==> src/rtl/rxdma_pingpong.sv <==
module rxdma_pingpong #(
  parameter int DATA_W     = 8,
  parameter int FIFO_DEPTH = 4,
  parameter int LEN_W      = 8,
  parameter int ADDR_W     = 16,
  parameter int XFER_GAP   = 1
) (
  input  logic              clk,
  input  logic              rst_n,
  input  logic              dma_reset,
  input  logic              rx_valid,
  input  logic [DATA_W-1:0] rx_data,
  input  logic              rx_perr,
  input  logic              rx_ferr,
  input  logic              load_a,
  input  logic [ADDR_W-1:0] base_a,
  input  logic [LEN_W-1:0]  len_a,
  input  logic              load_b,
  input  logic [ADDR_W-1:0] base_b,
  input  logic [LEN_W-1:0]  len_b,
  output logic              mem_we,
  output logic [ADDR_W-1:0] mem_addr,
  output logic [DATA_W-1:0] mem_wdata,
  output logic              act_a,
  output logic              act_b,
  output logic              err_valid_a,
  output logic              err_valid_b,
  output logic [LEN_W-1:0]  err_off_a,
  output logic [LEN_W-1:0]  err_off_b,
  output logic              ovf_irq,
  output logic              ovf_status
);
  localparam int PTR_W = (FIFO_DEPTH > 1) ? $clog2(FIFO_DEPTH) : 1;
  localparam int CNT_W = $clog2(FIFO_DEPTH + 1);
  localparam int GAP_W = (XFER_GAP > 0) ? $clog2(XFER_GAP + 1) : 1;
  localparam int ENT_W = DATA_W + 2;

  logic [ENT_W-1:0]  fifo_q [FIFO_DEPTH];
  logic [PTR_W-1:0]  rd_q, wr_q, rd_nxt, wr_nxt;
  logic [CNT_W-1:0]  used_q;
  logic [GAP_W-1:0]  gap_q;

  logic [ADDR_W-1:0] base_q [2];
  logic [LEN_W-1:0]  len_q  [2];
  logic [LEN_W-1:0]  cnt_q  [2];
  logic [LEN_W-1:0]  eoff_q [2];
  logic [1:0]        act_q, ev_q;
  logic              cur_q;

  logic [1:0]        ld;
  logic [ADDR_W-1:0] ld_base [2];
  logic [LEN_W-1:0]  ld_len  [2];

  logic              we_q, irq_q, ovst_q;
  logic [ADDR_W-1:0] addr_q;
  logic [DATA_W-1:0] wdata_q;

  logic              tgt, busy, full, empty, pop, push, ovf, head_bad, at_last;
  logic [ENT_W-1:0]  head;
  logic [LEN_W-1:0]  ovf_ofs;

  assign ld         = {load_b, load_a};
  assign ld_base[0] = base_a;
  assign ld_base[1] = base_b;
  assign ld_len[0]  = len_a;
  assign ld_len[1]  = len_b;

  assign tgt      = act_q[cur_q] ? cur_q : ~cur_q;
  assign busy     = act_q[tgt];
  assign full     = used_q == CNT_W'(FIFO_DEPTH);
  assign empty    = used_q == '0;
  assign pop      = !empty && busy && gap_q == '0;
  assign push     = rx_valid && (!full || pop);
  assign ovf      = rx_valid && full && !pop;
  assign head     = fifo_q[rd_q];
  assign head_bad = head[DATA_W] | head[DATA_W+1];
  assign at_last  = cnt_q[tgt] == len_q[tgt] - 1'b1;
  assign ovf_ofs  = cnt_q[tgt] + LEN_W'(2 * FIFO_DEPTH);
  assign rd_nxt   = (rd_q == PTR_W'(FIFO_DEPTH - 1)) ? '0 : rd_q + 1'b1;
  assign wr_nxt   = (wr_q == PTR_W'(FIFO_DEPTH - 1)) ? '0 : wr_q + 1'b1;

  always_ff @(posedge clk) begin
    if (push) fifo_q[wr_q] <= {rx_ferr, rx_perr, rx_data};
  end

  always_ff @(posedge clk or negedge rst_n) begin
    if (!rst_n) begin
      rd_q    <= '0;
      wr_q    <= '0;
      used_q  <= '0;
      gap_q   <= '0;
      act_q   <= '0;
      ev_q    <= '0;
      cur_q   <= 1'b0;
      we_q    <= 1'b0;
      irq_q   <= 1'b0;
      ovst_q  <= 1'b0;
      addr_q  <= '0;
      wdata_q <= '0;
      for (int i = 0; i < 2; i++) begin
        base_q[i] <= '0;
        len_q[i]  <= '0;
        cnt_q[i]  <= '0;
        eoff_q[i] <= '0;
      end
    end else if (dma_reset) begin
      rd_q    <= '0;
      wr_q    <= '0;
      used_q  <= '0;
      gap_q   <= '0;
      act_q   <= '0;
      ev_q    <= '0;
      cur_q   <= 1'b0;
      we_q    <= 1'b0;
      irq_q   <= 1'b0;
      ovst_q  <= 1'b0;
      for (int i = 0; i < 2; i++) begin
        cnt_q[i]  <= '0;
        eoff_q[i] <= '0;
      end
    end else begin
      we_q  <= pop;
      irq_q <= ovf;
      if (ovf) ovst_q <= 1'b1;

      if (pop) gap_q <= GAP_W'(XFER_GAP);
      else if (gap_q != '0) gap_q <= gap_q - 1'b1;

      if (push) wr_q <= wr_nxt;
      if (pop) rd_q <= rd_nxt;
      used_q <= used_q + CNT_W'(push) - CNT_W'(pop);

      for (int i = 0; i < 2; i++) begin
        if (!act_q[i] && ld[i] && ld_len[i] != '0) begin
          act_q[i]  <= 1'b1;
          base_q[i] <= ld_base[i];
          len_q[i]  <= ld_len[i];
          cnt_q[i]  <= '0;
          ev_q[i]   <= 1'b0;
          eoff_q[i] <= '0;
        end
      end

      if (pop) begin
        addr_q      <= base_q[tgt] + ADDR_W'(cnt_q[tgt]);
        wdata_q     <= head[DATA_W-1:0];
        cnt_q[tgt]  <= cnt_q[tgt] + 1'b1;
        if (at_last) begin
          act_q[tgt] <= 1'b0;
          cur_q      <= ~tgt;
        end
        if (head_bad && !ev_q[tgt]) begin
          ev_q[tgt]   <= 1'b1;
          eoff_q[tgt] <= cnt_q[tgt];
        end
      end

      if (ovf && busy && !ev_q[tgt]) begin
        ev_q[tgt]   <= 1'b1;
        eoff_q[tgt] <= ovf_ofs;
      end
    end
  end

  assign mem_we      = we_q;
  assign mem_addr    = addr_q;
  assign mem_wdata   = wdata_q;
  assign act_a       = act_q[0];
  assign act_b       = act_q[1];
  assign err_valid_a = ev_q[0];
  assign err_valid_b = ev_q[1];
  assign err_off_a   = eoff_q[0];
  assign err_off_b   = eoff_q[1];
  assign ovf_irq     = irq_q;
  assign ovf_status  = ovst_q;
endmodule

==> config.mk <==
export PLATFORM = sky130hd
export DESIGN_NAME = rxdma_pingpong
export DESIGN_NICKNAME = d
export VERILOG_FILES = /design/src/rtl/rxdma_pingpong.sv
export SDC_FILE = /design/constraint.sdc
export NUM_CORES = 1
export LEC_CHECK = 0
export BUFFER_PORTS_ARGS = -buffer_cell sky130_fd_sc_hd__buf_2
export CAP_MARGIN = 20
export CORE_MARGIN = 2
export CORE_UTILIZATION = 54
export CTS_BUF_LIST = sky130_fd_sc_hd__clkbuf_2
export DETAILED_ROUTE_END_ITERATION = 12
export PLACE_DENSITY_LB_ADDON = 0.1
export SYNTH_ARGS = -nofsm -noshare
export SYNTH_HDL_FRONTEND = slang
export SYNTH_SLANG_ARGS = --single-unit
==> constraint.sdc <==
create_clock -name clk -period 3.9 [get_ports clk]
set_input_delay 0.195 -clock clk [delete_from_list [all_inputs] [get_ports clk]]
set_output_delay 0.195 -clock clk [all_outputs]
set_load 0.005 [all_outputs]
==> reports/metrics.yaml <==
run_status:
  run_status: "finished, final reports clean"
flow_run:
  max-cap-violations: 0
clock_tree:
  cts_tree: "yes"
  clk_path_buf_depth: 2
  cts_root_buf: "clkbuf_2"
  clk_latency_ns: 0.77
  postCtsSetupBuffers: 0
  post_cts_resized: 0
  htreeDepth: 4
  clock_sinks: 159
  cts_buffers: 17
  clkTransAtPathRegs_ns: 0.27
floorplanning:
  rows: 44
  io_pins: 111
  die_y_um: 124.7
  die_x_um: 124.7
  initial_core_util_pct: 54.77
  die-area_mm2: 0.01556
  coreArea_mm2: 0.01437
timing:
  holdWs_ns: 0.1507
  skew_ns: 0.04407
  worst_pin_slew_ns: 0.8060
  hold_viol_final: 0
  min_period_ns: 3.491
  setup_tns_ns: 0
  finalSetupViolCount: 0
  rsz0062_at_grt: "false"
  fmax_mhz: 286.4
  max-slew-margin-rel_pct: 46.07
  slew_violations: 0
  setup_ws_ns: 0.4087
  fin_crit_sh_pct: 89.52
setup_path:
  crit_arrival_ns: 4.19
  crit_fanout: 15
  required_ns: 4.59
  critPathCaptureType: "flop"
  cp-start-kind: "flop"
  path_class: "reg -> reg"
layout:
  layout_commonest_cell: "dfrtp_1"
  nNetsFinal: 986
  diodes: 0
  drive_gt1_share_pct: 24.70
  layout_common_cells: "dfrtp_1 (119), nand2_1 (116), buf_2 (109)"
  synthToLayoutAreaGrowth_pct: 21.48
global_routing:
  first_global_vias: 6492
  antenna_found_initial: 0
  grt_pass1_wl_um: 33250
  grt_usage_pct: 27.23
  grt.overflow.total: 0
  grt_max_degree: 54
power:
  total_power_uw: 4416
  power.leakage_uw: 0.004321
  p_per_area_mw_per_mm2: 461.9
  vdd_drop_max_v: 0.0003471
placement:
  port_buffers: 110
  place.gp.congestion: 0.8985
  hpwlAfterDp_um: 14200
  place_ws_ns: 0.5146
synthesis:
  synth_edf_count: 40
  ys.flop_type: "dfrtp_1"
  syn_area_mm2: 0.007870
  synthCells: 730
  synth.largest_area_cell: "dfrtp_1"
  ys_seq_area_share_pct: 53.10
  postSynthAreaPerCell_um2: 10.78
  synth_cell_types: 56
  async_flop_share_pct: 74.84
  yosys-top-cells-area: "dfrtp_1 (38%), edfxtp_1 (15%), mux2_2 (7.4%), nand2_1 (5.5%), nor2_1 (3.1%)"
  syn_nets: 814
  synth-seq-cells: 159
  synth_top_area_share_pct: 37.84
  ys_warn_count: 0
min_path:
  hold_path_class: "in -> reg"
route:
  drtIter0Drc: 507
  first_pass_iters: 5
  viasPerCell: 5.770
  ant_nets: 0
  vias: 6341
  drc: 0
  drt_wl_total_um: 20460
  route.detailed.wl_per_inst_um: 18.62
## cells in the mapped netlist, types with 7 or more instances
library cell  instances
nor2_1               65
nand3_1              15
edfxtp_1             40
mux2_2               52
inv_1                15
and3_1                9
a31oi_1               7
nand2_1             116
nor3_1                9
ha_1                 18
a21oi_1              28
mux4_2                8
nand4_1               7
xnor2_1              21
mux2i_1               9
clkbuf_1             27
dfrtp_1             119
xor2_1               13
o31ai_1              10
a211oi_1             15
o21ai_0              44
## stage by stage
stage,instance area (um^2),util [%],instances
2_1_floorplan,7870,-,730
3_3_place_gp,8612,59.94,1001
3_5_place_dp,8612,59.94,1001
4_1_cts,9560,66.54,1099
5_1_grt,9560,66.54,1099
6_report,9560,66.54,1099
## cells by family after synthesis
group                    synth area share [%]
buffers and inverters                   2.385
AO/OA/AOI/OAI                           11.00
AND/OR/NAND/NOR                         15.49
XOR/XNOR                                3.784
multiplexers                            10.87
flip-flops                              53.10
adder cells (fa/ha/maj)                 3.371
## worst paths after layout
| path | depth (start not counted) | start | to | slack (ns) |
|---|---|---|---|---|
| worst max-delay path | 12 | cur_q | mem_addr[13] | 0.41 |
| worst min-delay path | 2 | rx_data[5] | fifo_q[1][5] | 0.15 |
| worst max register to register | 12 | cur_q | mem_addr[13] | 0.41 |
| worst min register to register | 2 | mem_wdata[1] | mem_wdata[1] | 0.51 |
| max in group asynchronous | 4 | rst_n | base_q[17] | 2.80 |
| min in group asynchronous | 4 | rst_n | cnt_q[14] | 0.43 |
## flip-flops by register name, summed over array words and instances (netlist names), 3 cells and up
signal / flops
err_off_a: 8
mem_wdata: 8
len_q: 16
used_q: 3
mem_addr: 16
base_q: 32
cnt_q: 16
err_off_b: 8
fifo_q: 40
## where the power goes
part,internal (uW),switching (uW),leakage (uW)
clock network,332,682,0.000166
logic,558,604,0.00228
registers,1990,248,0.00188
## what timing repair did
| item | 4_1_cts | 5_1_grt |
|---|---|---|
| hold buffers | 66 | 0 |
| endpoints found under the hold margin | 226 | 0 |
| endpoints found under the setup margin | 0 | 0 |
## metal layers
layer  share of wire, %  GRT usage (%)  vias up
li1                   -              -     2961
met1                 41          33.55     3096
met2                 49          45.58      233
met3                6.7          7.345       51
met4                3.3          11.17        0
met5                  0              0        -
## critical path, cell delays in order (launching register included)
cell,delay [ns]
dfrtp_1,0.48
nor2b_1,0.21
nor2_2,0.42
buf_4,0.32
mux2i_1,0.34
inv_1,0.20
ha_1,0.33
inv_1,0.08
o21a_1,0.20
o21ai_0,0.37
nand3_1,0.16
xnor2_1,0.15
o21ai_0,0.15
## final cells by class
cell class              instances  area, um^2
clock inverters                15       192.7
clock buffers                  17       85.08
inverters                      15       56.30
multi-input cells             522        3511
repair buffers                187        1306
fillers                      1089        4808
well taps                     184       230.2
flip-flops and latches        159        4179
Power figures use the tool's default switching activity.
